--- src/rtl/cdpa_pkg.sv ---
package cdpa_pkg;

    localparam int unsigned IW = 32;

    // bit positions that the decode relies on
    localparam int unsigned COND_HI = 31;
    localparam int unsigned COND_LO = 28;
    localparam int unsigned OPC_HI  = 24;
    localparam int unsigned OPC_LO  = 21;
    localparam int unsigned SBIT    = 20;

    typedef enum logic [3:0] {
        OP_AND   = 4'h0,
        OP_XOR   = 4'h1,
        OP_SUB   = 4'h2,
        OP_RSUB  = 4'h3,
        OP_ADD   = 4'h4,
        OP_ADDC  = 4'h5,
        OP_SUBC  = 4'h6,
        OP_RSUBC = 4'h7,
        OP_TAND  = 4'h8,
        OP_TXOR  = 4'h9,
        OP_CSUB  = 4'hA,
        OP_CADD  = 4'hB,
        OP_OR    = 4'hC,
        OP_MOVE  = 4'hD,
        OP_CLR   = 4'hE,
        OP_NOT   = 4'hF
    } alu_op_e;

    typedef enum logic [3:0] {
        CC_ZS     = 4'h0,
        CC_ZC     = 4'h1,
        CC_CS     = 4'h2,
        CC_CC     = 4'h3,
        CC_NS     = 4'h4,
        CC_NC     = 4'h5,
        CC_VS     = 4'h6,
        CC_VC     = 4'h7,
        CC_UGT    = 4'h8,
        CC_ULE    = 4'h9,
        CC_SGE    = 4'hA,
        CC_SLT    = 4'hB,
        CC_SGT    = 4'hC,
        CC_SLE    = 4'hD,
        CC_ALWAYS = 4'hE,
        CC_NEVER  = 4'hF
    } cond_e;

    typedef struct packed {
        logic n;
        logic z;
        logic c;
        logic v;
    } nzcv_t;

endpackage

--- src/rtl/cdpa_cond_eval.sv ---
module cdpa_cond_eval
    import cdpa_pkg::*;
(
    input  cond_e cond,
    input  nzcv_t flg,
    output logic  pass
);

    always_comb begin
        pass = 1'b0;
        unique case (cond)
            CC_ZS:     pass = flg.z;
            CC_ZC:     pass = ~flg.z;
            CC_CS:     pass = flg.c;
            CC_CC:     pass = ~flg.c;
            CC_NS:     pass = flg.n;
            CC_NC:     pass = ~flg.n;
            CC_VS:     pass = flg.v;
            CC_VC:     pass = ~flg.v;
            CC_UGT:    pass = flg.c & ~flg.z;
            CC_ULE:    pass = ~flg.c | flg.z;
            CC_SGE:    pass = (flg.n == flg.v);
            CC_SLT:    pass = (flg.n != flg.v);
            CC_SGT:    pass = ~flg.z & (flg.n == flg.v);
            CC_SLE:    pass = flg.z | (flg.n != flg.v);
            CC_ALWAYS: pass = 1'b1;
            CC_NEVER:  pass = 1'b0;
        endcase
    end

    // the never code cannot pass, the always code always passes
    always_comb begin
        if (cond == CC_NEVER)  a_r2_never_blocks:  assert (!pass);
        if (cond == CC_ALWAYS) a_r2_always_passes: assert (pass);
    end

endmodule

--- src/rtl/cdpa_exec_unit.sv ---
module cdpa_exec_unit
    import cdpa_pkg::*;
#(
    parameter int unsigned DW = 32
) (
    input  alu_op_e          op,
    input  logic [DW-1:0]    rn,
    input  logic [DW-1:0]    shf,
    input  logic             shf_c,
    input  nzcv_t            flg_in,
    output logic [DW-1:0]    res,
    output nzcv_t            flg_out,
    output logic             is_cmp
);

    localparam int unsigned MSB = DW - 1;

    logic [DW-1:0] add_x, add_y, logic_r;
    logic          add_ci, arith;
    logic [DW:0]   sum;
    logic          ovf;

    // operand steering: subtraction is done as x + ~y + carry-in
    always_comb begin
        add_x   = rn;
        add_y   = shf;
        add_ci  = 1'b0;
        logic_r = '0;
        arith   = 1'b0;
        is_cmp  = 1'b0;
        unique case (op)
            OP_AND:   logic_r = rn & shf;
            OP_XOR:   logic_r = rn ^ shf;
            OP_SUB:   begin arith = 1'b1; add_y = ~shf; add_ci = 1'b1; end
            OP_RSUB:  begin arith = 1'b1; add_x = shf; add_y = ~rn; add_ci = 1'b1; end
            OP_ADD:   arith = 1'b1;
            OP_ADDC:  begin arith = 1'b1; add_ci = flg_in.c; end
            OP_SUBC:  begin arith = 1'b1; add_y = ~shf; add_ci = flg_in.c; end
            OP_RSUBC: begin arith = 1'b1; add_x = shf; add_y = ~rn; add_ci = flg_in.c; end
            OP_TAND:  begin is_cmp = 1'b1; logic_r = rn & shf; end
            OP_TXOR:  begin is_cmp = 1'b1; logic_r = rn ^ shf; end
            OP_CSUB:  begin is_cmp = 1'b1; arith = 1'b1; add_y = ~shf; add_ci = 1'b1; end
            OP_CADD:  begin is_cmp = 1'b1; arith = 1'b1; end
            OP_OR:    logic_r = rn | shf;
            OP_MOVE:  logic_r = shf;
            OP_CLR:   logic_r = rn & ~shf;
            OP_NOT:   logic_r = ~shf;
        endcase
    end

    assign sum = {1'b0, add_x} + {1'b0, add_y} + {{DW{1'b0}}, add_ci};
    assign ovf = (add_x[MSB] == add_y[MSB]) && (sum[MSB] != add_x[MSB]);
    assign res = arith ? sum[MSB:0] : logic_r;

    always_comb begin
        flg_out.n = res[MSB];
        flg_out.z = (res == '0);
        flg_out.c = arith ? sum[DW] : shf_c;
        flg_out.v = arith ? ovf : flg_in.v;
    end

    // the shifter carry passes through unchanged on logical operations
    always_comb begin
        if (!arith) a_r5_logic_carry_from_shifter: assert (flg_out.c == shf_c);
    end

endmodule

--- src/rtl/cdpa_flag_store.sv ---
module cdpa_flag_store
    import cdpa_pkg::*;
(
    input  logic  clk,
    input  logic  rst_n,
    input  logic  we,
    input  nzcv_t nxt,
    output nzcv_t q
);

    always_ff @(posedge clk or negedge rst_n) begin
        if (!rst_n)  q <= '0;
        else if (we) q <= nxt;
    end

    // without a write strobe the stored flags do not move
    a_r10_hold_without_write: assert property (
        @(posedge clk) disable iff (!rst_n) !we |=> $stable(q));

endmodule

--- src/rtl/cdp_alu.sv ---
module cdp_alu
    import cdpa_pkg::*;
#(
    parameter int unsigned DW = 32
) (
    input  logic            clk,
    input  logic            rst_n,
    input  logic            exec_en,
    input  logic [IW-1:0]   instr,
    input  logic [DW-1:0]   rn_val,
    input  logic [DW-1:0]   shf_val,
    input  logic            shf_carry,
    output logic [DW-1:0]   result,
    output logic            result_we,
    output logic [3:0]      flags
);

    cond_e   cond;
    alu_op_e op;
    logic    s_bit;
    logic    pass, is_cmp, flag_we;
    nzcv_t   flg_q, flg_nxt;
    logic    unused_instr_bits;

    assign cond  = cond_e'(instr[COND_HI:COND_LO]);
    assign op    = alu_op_e'(instr[OPC_HI:OPC_LO]);
    assign s_bit = instr[SBIT];
    assign unused_instr_bits = ^{instr[27:25], instr[19:0]};

    cdpa_cond_eval u_cond (
        .cond (cond),
        .flg  (flg_q),
        .pass (pass)
    );

    cdpa_exec_unit #(.DW(DW)) u_exec (
        .op      (op),
        .rn      (rn_val),
        .shf     (shf_val),
        .shf_c   (shf_carry),
        .flg_in  (flg_q),
        .res     (result),
        .flg_out (flg_nxt),
        .is_cmp  (is_cmp)
    );

    assign result_we = exec_en & pass & ~is_cmp;
    assign flag_we   = exec_en & pass & (s_bit | is_cmp);

    cdpa_flag_store u_flags (
        .clk   (clk),
        .rst_n (rst_n),
        .we    (flag_we),
        .nxt   (flg_nxt),
        .q     (flg_q)
    );

    assign flags = flg_q;

    // a failing condition writes nothing
    a_r3_fail_no_write: assert property (
        @(posedge clk) disable iff (!rst_n) (exec_en && !pass) |-> !result_we);

    // a failing condition keeps the flags
    a_r3_fail_flags_hold: assert property (
        @(posedge clk) disable iff (!rst_n) (exec_en && !pass) |=> $stable(flags));

    // the never code is never written
    a_r2_never_no_write: assert property (
        @(posedge clk) disable iff (!rst_n) (instr[31:28] == 4'hF) |-> !result_we);

    // compare-type opcodes (10xx) never write a result
    a_r8_compare_no_write: assert property (
        @(posedge clk) disable iff (!rst_n) (instr[24:23] == 2'b10) |-> !result_we);

    // logical operations keep V
    a_r5_logic_keeps_v: assert property (
        @(posedge clk) disable iff (!rst_n)
        (exec_en && ((instr[24:23] == 2'b11) || (instr[23:22] == 2'b00)))
        |=> (flags[0] == $past(flags[0])));

    // S clear on a non-compare opcode leaves the flags alone
    a_r9_no_s_flags_hold: assert property (
        @(posedge clk) disable iff (!rst_n)
        (exec_en && !instr[20] && (instr[24:23] != 2'b10)) |=> $stable(flags));

    // no issue, no write
    a_r10_idle_no_write: assert property (
        @(posedge clk) disable iff (!rst_n) !exec_en |-> !result_we);

endmodule

--- config.mk ---
export PLATFORM = sky130hd
export DESIGN_NAME = cdp_alu
export DESIGN_NICKNAME = d
export VERILOG_FILES = /design/src/rtl/cdpa_pkg.sv /design/src/rtl/cdpa_cond_eval.sv /design/src/rtl/cdpa_exec_unit.sv /design/src/rtl/cdpa_flag_store.sv /design/src/rtl/cdp_alu.sv
export SDC_FILE = /design/constraint.sdc
export NUM_CORES = 1
export LEC_CHECK = 0
export BUFFER_PORTS_ARGS = -buffer_cell sky130_fd_sc_hd__clkbuf_2
export CORE_ASPECT_RATIO = 1.25
export CORE_MARGIN = 8
export CORE_UTILIZATION = 51
export CTS_BUF_LIST = sky130_fd_sc_hd__clkbuf_16
export CTS_CLUSTER_SIZE = 20
export DETAILED_ROUTE_END_ITERATION = 8
export HOLD_SLACK_MARGIN = 0.02
export PLACE_DENSITY = 0.8
export SLEW_MARGIN = 20
export SYNTH_ARGS = -nofsm -noshare
export SYNTH_HDL_FRONTEND = slang
export SYNTH_SLANG_ARGS = --single-unit
--- constraint.sdc ---
create_clock -name clk -period 6.05 [get_ports clk]
set_input_delay 0.605 -clock clk [delete_from_list [all_inputs] [get_ports clk]]
set_output_delay 0.605 -clock clk [all_outputs]
set_load 0.01 [all_outputs]
After elaboration in Yosys (flattened, before gate mapping):

Index checks and enable logic that the tools add are counted.

* bits in writable memories: 0
* memories: 0
* output and inout port bits: 37
* bits in latches: 0
* bits in registers: 4
* word-level logic and storage cells: 81
* bits of input ports: 100
* ROM bits: 0

* eq/ne operators: 34
* divide/modulo/power cells: 0
* multiply operators: 0
* shifts and indexed selects: 0
* bitwise operators: 19
* add/subtract/negate cells: 2
* multiplexer cells: 9
* reduce and logical (&&, ||, !) cells: 13
* order comparisons: 0

Operator list (count)
* case mux 32 bit (6 select lines): 1
* bitwise AND 32 bit: 2
* == test 4 bit, second input constant: 16
* 2-to-1 mux 32 bit: 2
* NOT 32 bit: 2
* case mux 32 bit (2 select lines): 1
* adder 32 x 32 -> 33 bit: 1
* adder 33 x 1 -> 33 bit: 1
* == test 4 x 3 -> 1 bit, second input constant: 8
* logical NOT 32 bit: 1
* OR 32 bit: 1
* bitwise XOR 32 bit: 1
* == test 4 x 2 -> 1 bit, second input constant: 4
* case mux 1 bit (16 select lines): 1
* OR reduction 3 bit: 3
* == test 4 x 1 -> 1 bit, second input constant: 2
* logical NOT 4 bit: 2
* OR reduction 8 bit: 1
* OR reduction 2 bit: 3
* bitwise AND 1 bit: 5
* NOT 1 bit: 5
* OR reduction 4 bit: 1
* 2-to-1 mux 1 bit: 3
* OR 1 bit: 3
* 5 further kinds: 7

Longest topological paths before layout:

Gate-level depths: netlist (run 1).

* depth after elaboration: 7
* depth in mapped cells: 24
* depth with buffers taken out: 19

By module:

Synthesis (run 1) repeated with hierarchy kept, for this count alone.

* cell total of the unflattened synthesis: 906
* area total of the unflattened synthesis: 5555.3 sq um

By module, submodules not included
* cdpa_exec_unit: sequential area each 0.0 sq um, area each 5236.3 sq um, cells an instance 873, instances 1
* cdpa_cond_eval: sequential area each 0.0 sq um, area each 155.1 sq um, cells an instance 23, instances 1
* cdpa_flag_store: sequential area each 100.1 sq um, area each 145.1 sq um, cells an instance 8, instances 1
* cdp_alu: sequential area each 0.0 sq um, area each 18.8 sq um, cells an instance 2, instances 1

Least setup slack after synthesis (run 1):

No wires, ideal clock.

* path kind: input to register
* start: input instr[21]
* end: register u_flags.q[2] in the netlist's numbering
* required time: 5.954 ns
* cell stages on the path: 24
* arrival time: 6.466 ns
* buffers on the path: 6
* setup time: 0.096 ns
* setup slack: -0.511 ns
* cell sequence: clkbuf_1 -> clkbuf_1 -> clkbuf_1 -> clkbuf_1 -> buf_1 -> nor3_1 -> a21o_1 -> clkbuf_1 -> nor2_1 -> a211oi_1 -> fa_1 -> inv_1 -> fa_1 -> a21o_1 -> a221oi_2 -> xnor2_1 -> a211o_1 -> or4b_1 -> or4_1 -> or4_1 -> nor4_2 -> nand4b_1 -> or4_1 -> o31ai_1

* longest elaborated chain between the ends: 7
* elaborated cells on any way between the ends: 36
* those cells by class: 2 x add/sub; 15 x eq/ne; 7 x mux; 2 x bitwise; 10 x reduce/logical

Ends and longest elaborated chain
* start: declaration: line cdp_alu.sv:9 `input logic [IW-1:0] instr,`
* == test 4 x 2 -> 1 bit, or another cell as far along: line cdpa_exec_unit.sv:31 `unique case (op)`
* OR reduction 3 bit (no line) / OR reduction 2 bit (equally long branches)
* case mux 32 bit (2 select lines) / 2-to-1 mux 32 bit (equally long branches): line cdpa_exec_unit.sv:31
* adder 32 x 32 -> 33 bit: line cdpa_exec_unit.sv:51 `assign sum = {1'b0, add_x} + {1'b0, add_y} + {{DW{1'b0}}, add_ci};`
* adder 33 x 1 -> 33 bit: line cdpa_exec_unit.sv:51
* 2-to-1 mux 32 bit *: line cdpa_exec_unit.sv:53 `assign res = arith ? sum[MSB:0] : logic_r;`
* net result[6]: line cdp_alu.sv:13 `output logic [DW-1:0] result,`
* logical NOT 32 bit *: line cdpa_exec_unit.sv:57 `flg_out.z = (res == '0);`
* end signal: assignment: line cdpa_flag_store.sv:13 `else if (we) q <= nxt;`
* end: declaration: line cdpa_flag_store.sv:8 `output nzcv_t q`

The timed path passes the listed nets; every way through them passes the cells marked *.
A chain may end at the register's enable or synchronous reset.

Worst setup path after layout (run 1):

* start: input instr[24]
* end: register u_flags.q[2] in the netlist's numbering

* longest elaborated chain between the ends: 7
* elaborated cells on any way between the ends: 36
* those cells by class: 2 x add/sub; 15 x eq/ne; 7 x mux; 2 x bitwise; 10 x reduce/logical

Ends and longest elaborated chain (line)
* == test 4 x 2 -> 1 bit, or another cell as far along: cdpa_exec_unit.sv:31
* OR reduction 3 bit (no line) / OR reduction 2 bit (equally long branches)
* case mux 32 bit (2 select lines) / 2-to-1 mux 32 bit (equally long branches): cdpa_exec_unit.sv:31
* adder 32 x 32 -> 33 bit: cdpa_exec_unit.sv:51
* adder 33 x 1 -> 33 bit: cdpa_exec_unit.sv:51
* 2-to-1 mux 32 bit: cdpa_exec_unit.sv:53
* logical NOT 32 bit: cdpa_exec_unit.sv:57

Several ways; a longest one is shown, not always the timed one.

==> results of run 1 <==
==> routing by layer <==
| layer | up-vias | global-route usage (%) |
|---|---|---|
| met1 | 3239 | 31.3 |
| met4 | 0 | 12.4 |
| li1 | 3482 | - |
| met5 | - | 0 |
| met3 | 70 | 3.86 |
| met2 | 387 | 45.4 |
==> area by class of cell <==
| cell class | count | area share, % |
|---|---|---|
| clock buffer | 3 | 1.20 |
| inverter | 75 | 4.50 |
| multi-input combinational | 767 | 78.4 |
| sequential | 4 | 1.60 |
| tap | 132 | 2.64 |
| timing repair buffer | 135 | 11.7 |
==> kinds of logic (layout without fill, tap and decap cells) <==
logic type	count (synthesis)	in the layout	synth area share, %
simple gates	289	289	24.4
fa+ha+maj	65	65	15.1
compound gates	362	362	40.8
xor+xnor	34	34	5.42
flops	4	4	1.82
mux	17	17	3.17
buf+inv	131	213	9.34
==> Yosys cell counts, drive strengths merged, types with 3 or more instances <==
cell type,instances
a211o,4
a22oi,12
nand4,9
nand3,12
nand2b,3
a21oi,65
and2,4
a211oi,13
clkbuf,48
a32oi,4
o31ai,7
ha,63
xor2,23
and3b,5
dfrtp,4
nor2b,15
buf,8
nor3,23
a31oi,11
or2,3
a32o,4
o221ai,4
o21ai,155
xnor2,11
nand2,137
mux2,3
nand3b,5
o2111ai,3
o21a,7
a21o,11
nor2,56
o211ai,12
a311oi,5
o32ai,4
a221oi,6
inv,75
o22ai,13
o32a,4
a2111o,3
or4,6
mux2i,14
==> final timing paths <==
kind,end,slack (ns),depth (start not counted)
setup / recovery,u_flags.q[2],0.30,20
hold reg to reg,u_flags.q[2],0.59,2
hold / removal,u_flags.q[0],0.17,1
setup reg to reg,u_flags.q[2],0.66,17
min in group clk,u_flags.q[2],0.59,2
max in group asynchronous,u_flags.q[3],5.75,1
==> through the flow <==
step	power (mW)	setup WS, ns	area, sq um
after detailed placement	0.862	0.133	6180
after floorplan	0.614	0.00681	5540
after global placement	0.853	0.250	6180
final	0.983	0.298	6260
after CTS	0.972	0.347	6250
after global routing	1.08	0.0379	6260
==> report_power, final <==
group	total, mW	switching [mW]	internal (mW)
sequential	0.0516	0.0151	0.0365
combinational	0.826	0.497	0.329
clock	0.105	0.0207	0.0847
==> impl_results.md, run 1 <==
* Crit Path Max Fanout at 6
* Die height at 132 um
* Count of input and output buffers at between 100 and 150
* Multi-input gate area at approximately 4900 sq um
* Setup TNS at 0 ns
* Achievable clock frequency at 174 MHz
* Startpoint types: input pin
* Max clock buf depth at 2
* Post-CTS repair timing setup buffer count at 0
* Crit path kind: input pin to register
* 1st-iter DRT viols at 491
* CTS tree: built
* Mean area per synthesized cell at about 6.1 sq um
* Top sig layer: met4
* FF+latch area at around 100 sq um
* Leakage at about 3.0 nW
* H-tree levels at 1
* Die Area at 14400 sq um
* WL/cell at 17.7 um
* M1 WL at slightly below 8000 um
* # IOs at approximately 140
* WHS at about 0.17 ns
* Post-CTS Hold Buffers at 0
* Row Count at 42
* Total global routing overflow at 0
* Met3 wire length at 1820 um
* CP max stage cell: or4_1
* DRC at 0
* Clock sinks at 4
* Drt total wl at a little under 20000 um
* Largest area contributor in the netlist: ha_1
* Post-DRT Antenna Nets at 0
* WL met2 at 9290 um
* Critical path launch point: instr[24]
* Fraction of registers with async set/reset at between 90% and 100%
* Syn nets at around 1100
* Initial Utilization at 52.0%
* Die Width at around 110 um
* Final number of setup-violating endpoints at 0
* 1st-pass router iterations at 5
* Synth Cell Area at 5490 sq um
* Vias per cell at 6.43
* Final core utilization at between 50% and 60%
* RSZ-0062 raised after global routing: no
* Final cycle utilization of the critical path at 95.1%
* Post-synth cell types at approximately 70
* Num CTS Buffers at 3
* CP delay by family, top: simple AND/OR/NAND/NOR gates
* Period minus WS final at around 5.8 ns
* Seq/Total Area, Yosys at between 1.5 and 2%
* Cell seen most often among critical-path stages: or4_1
* Vias in the first global route at 6782
* First-pass GRT wire length at about 32000 um
* Ys flop type: dfrtp_1
* Clock transition at path regs at around 0.030 ns
* DP Cell Count at 1113
* Slew @ Worst Pin at 0.764 ns
* Synth top area cells: ha_1, o21ai_0, nand2_1, a21oi_1, inv_1
* Root buffer cell: clkbuf_16
* Worst setup EP type: register
* Req. time, crit path at 6.18 ns
* Slew Limit Fails at 0
* Warnings, synthesis at 0
* Crit-path cells: clkbuf_2 -> and2_4 -> nor3_4 -> a21o_1 -> nor2_1 -> a211oi_2 -> fa_2 -> inv_1 -> fa_1 -> a21o_1 -> a221oi_2 -> xnor2_1 -> a211o_1 -> or4b_1 -> or4_1 -> or4_1 -> nor4_2 -> nand4b_1 -> or4_1 -> o31ai_1
* Mapped Cells at about 900
* Leading cell type in the layout, fill and taps excluded: o21ai_0
* Top flop regs: u_flags.q (4)
* Worst r2r src: u_flags.q[1]
* HP Class: input pin to async pin
* Fillers at about 1100
* Largest net degree at the start of global routing at 65
* #FFs+latches synth at 4
* Arrival time worst endpoint at between 5 and 6 ns
* Diode count at 0
* # resized after CTS at 0
* Gr usage total at about a quarter
* Via count at 7178
* Crit path buf inv count at 2
* Max reg flops at 4
* Share of post-route cells with drive strength above 1 at between 10% and 20%
* Final clock skew at between 0.004 and 0.005 ns
* Reg with most FFs: u_flags.q
* Most frequent cells in the layout: o21ai_0, nand2_1, clkbuf_2
* Clk Latency, worst-skew pair at roughly 0.23 ns
* CP peak stage delay at between 0.5 and 0.6 ns
* Total Nets Final at ~1200
* Final hold vios at 0
* Post-synth EDFFs at 0
* Post-route insts no fill at around 1100
* Initial antenna violation count at 0
* Worst relative slew slack at roughly 50%
* Pwr dens at about 160 nW/um^2
* Peak VDD IR at 0.124 mV
* Yosys top cell area share at between 10 and 15%
* Max-cap viol count at 0
* Core Region at 10600 sq um
* Detailed-placement wirelength estimate at 15100 um
* Final Wtd Congestion at 1.01
* Layout area overhead at 14.0%
* Outcome: complete, no violations
No activity file was read; power rests on OpenSTA's default activity.
==> run 2: changes to the inputs <==
- CORE_ASPECT_RATIO: 1.25 -> default
- SYNTH_HIERARCHICAL: default -> 1
==> run 2 against run 1 <==
Against the previous run:
- clock power fell by 4%
- non-clock buffer count down 1
- total power shrank 0.63%
- global-route usage shrank 1.0 points
- fmax rose by 3.0%
- critical endpoint is now result[28]
==> impl_results.md, run 2 <==
* Req. time, crit path at 5.44 ns (-0.74 ns)
* Die Area at 14500 sq um (+0.89%)
* Total global routing overflow at 0 (unchanged)
* RSZ-0062 raised after global routing: no
* CP max stage cell: a31oi_1
* Final hold vios at 0 (unchanged)
* Share of post-route cells with drive strength above 1 at 16.2% (+0.17 points)
* Startpoint types: input pin
* Max-cap viol count at 0 (unchanged)
* Final clock skew at 0.000265 ns (-0.00412 ns)
* Num CTS Buffers at 3 (unchanged)
* Vias per cell at 6.42 (-0.15%)
* Final Wtd Congestion at 0.984 (-2.5%)
* Post-CTS Hold Buffers at 0 (unchanged)
* # IOs at 137 (unchanged)
* Setup TNS at 0 ns (unchanged)
* Setup ws final at 0.465 ns (+0.168 ns)
* #FFs+latches synth at 4 (unchanged)
* HP Class: input pin to async pin
* Fraction of registers with async set/reset at 100% (unchanged)
* Crit Path Max Fanout at 12 (+6)
* Synth top area cells: ha_1, o21ai_0, nand2_1, a21oi_1, inv_1
* Yosys top cell area share at 14.2% (-0.17 points)
* Ys flop type: dfrtp_1
* Most frequent cells in the layout: o21ai_0, nand2_1, clkbuf_2
* Count of input and output buffers at 113 (unchanged)
* DRC at 0 (unchanged)
* Vias in the first global route at 6465 (-4.7%)
* Gr usage total at 25.5% (-1.0 points)
* Via count at 7193 (+0.21%)
* Placement Setup Slack at 0.469 ns (+0.336 ns)
* Final cycle utilization of the critical path at 92.3% (-2.8 points)
* Initial antenna violation count at 0 (unchanged)
* Initial Utilization at 51.7% (-0.28 points)
* Seq/Total Area, Yosys at 1.80% (-0.021 points)
* Reg2Reg Depth at 18 (+1)
* Outcome: complete, no violations
* Post-DRT Antenna Nets at 0 (unchanged)
* Period minus WS final at 5.58 ns (-0.168 ns)
* Worst relative slew slack at 48.1% (-0.78 points)
* Post-synth cell types at 79 (+11%)
* # resized after CTS at 0 (unchanged)
* Critical path launch point: instr[24]
* Clk Latency, worst-skew pair at 0.22 ns (about the same)
* Diode count at 0 (unchanged)
* Layout area overhead at 13.0%
* Top flop regs: u_flags/q (4)
* Max clock buf depth at 2 (unchanged)
* Reg with most FFs: u_flags/q
* Crit path buf inv count at 3 (+1)
* Leading cell type in the layout, fill and taps excluded: o21ai_0
* Post-synth top cells: o21ai_0, nand2_1, inv_1
* Crit path kind: input pin to primary output
* Drt total wl at 19800 um (+0.28%)
* Clock sinks at 4 (unchanged)
* Core Region at 10700 sq um (+1.7%)
* 1st-iter DRT viols at 799 (+63%)
* Crit-path cells: clkbuf_2 -> nor2_1 -> nand2_2 -> nand2_1 -> buf_4 -> nand2_1 -> o21ai_0 -> o21ai_0 -> ha_1 -> and3_1 -> nand2_1 -> o32a_1 -> a31oi_1 -> a31oi_1 -> a21bo_2 -> o311ai_0 -> clkbuf_2
* Synth Cell Area at 5560 sq um (+1.2%)
* Peak VDD IR at 0.233 mV (+88%)
* Total Nets Final at 1147 (-0.35%)
* Levels on crit path at 17 (-15%)
* Row Count at 38 (-9.5%)
* CTS tree: built
* Crit path capture: result[28]
* Slew @ Worst Pin at 0.778 ns (+0.0144 ns)
* Largest area contributor in the netlist: ha_1
* Syn nets at 1071 (+0.37%)
* Achievable clock frequency at 179 MHz (+3.0%)
* Worst R2R Setup Slack at 1.09 ns (+0.43 ns)
* Final number of setup-violating endpoints at 0 (unchanged)
* 1st-pass router iterations at 6 (+1)
* Clock transition at path regs at 0.03 ns (about the same)
* First-pass GRT wire length at 31400 um (-2.0%)
* Capturing point of the worst reg2reg path: u_flags/q[2]
* Post-CTS repair timing setup buffer count at 0 (unchanged)
* Slew Limit Fails at 0 (unchanged)
* Most numerous cell in the Yosys netlist: o21ai_0
* Detailed-placement wirelength estimate at 15000 um (-0.74%)
* H-tree levels at 1 (unchanged)
* WL/cell at 17.6 um (about the same)
* Pwr dens at 156 nW/um^2 (-0.97%)
* Mapped Cells at 906 (+0.44%)
* Mean area per synthesized cell at 6.13 sq um (+0.74%)
* Worst r2r src: u_flags/q[1]
* Arrival time worst endpoint at 4.98 ns (-0.90 ns)
* Root buffer cell: clkbuf_16
* CP peak stage delay at 0.53 ns (-0.04 ns)
* Die height at 120 um (-8.8%)
* Post-synth EDFFs at 0 (unchanged)
* Largest net degree at the start of global routing at 43 (-34%)
* Die Width at 120 um (+11%)
* Cell seen most often among critical-path stages: nand2_1
* Warnings, synthesis at 6 (+6)
* Worst setup EP type: primary output
* Max reg flops at 4 (unchanged)
* CP delay by family, top: compound AO/OA/AOI/OAI gates
* Leakage at 3.02 nW (+1.4%)
==> run 2: routing by layer <==
metal	global-route usage, %	share of wire (%)
met1	33.1	42
met2	41.9	44
met4	10.2	3.3
met5	0	0
met3	3.31	10
==> run 2: where the power goes <==
part / internal (mW) / switching, mW / leakage, nW
Combinational: 0.327 / 0.497 / 2.94
Sequential: 0.0364 / 0.0148 / 0.0511
Clock: 0.0843 / 0.0169 / 0.0370
Total: 0.448 / 0.529 / 3.02
==> run 2: through the flow <==
stage	utilization (%)	power, mW	hold slack [ns]	std cells	area (sq um)
after floorplan	-	0.612	0.309	906	5560
after global placement	57.7	0.844	0.417	1117	6200
after detailed placement	57.7	0.857	0.419	1117	6200
after CTS	58.4	0.963	0.189	1120	6280
after global routing	58.4	1.06	0.197	1120	6280
final	58.4	0.977	0.186	1120	6280
==> run 2: how the worst min path moves through the flow <==
| stage | depth (start not counted) | to |
|---|---|---|
| CTS | 1 | u_flags/q[3] |
| floorplan | 0 | u_flags/q[0] |
| detailed placement | 1 | u_flags/q[3] |
| global placement | 1 | u_flags/q[3] |
| finish | 1 | u_flags/q[2] |
| global route | 1 | u_flags/q[2] |
==> run 2: cell families (layout without fill, tap and decap cells) <==
| kind of cell | count (synthesis) | count (layout) | synth area share (%) |
|---|---|---|---|
| compound gates | 365 | 365 | 41.7 |
| xor+xnor | 24 | 24 | 3.78 |
| fa+ha+maj | 65 | 65 | 14.9 |
| buf+inv | 139 | 213 | 9.80 |
| flops | 4 | 4 | 1.80 |
| mux | 17 | 17 | 3.24 |
| simple gates | 292 | 292 | 24.8 |
==> run 2: cell type report <==
class,instances,area [sq um]
flip-flops and latches,4,100
inverters,76,285
repair buffers,134,723
multi-input cells,763,4920
clock buffers,3,75.1
fillers,1124,4470
well taps,140,175
==> run 2: worst reg2reg max path: stages, from the launching register on <==
cell and delay [ns]:
dfrtp_1 0.44, nor2b_1 0.13, o22ai_1 0.08, a32oi_1 0.22, fa_1 0.25, inv_1 0.07
fa_1 0.46, a21o_1 0.23, a221oi_1 0.29, buf_4 0.20, xor2_1 0.15, o21ai_1 0.11
nor4_1 0.43, nand4b_1 0.20, or4_1 0.49, or4_1 0.51, nor4b_2 0.25, and4b_1 0.25
mux2_2 0.16
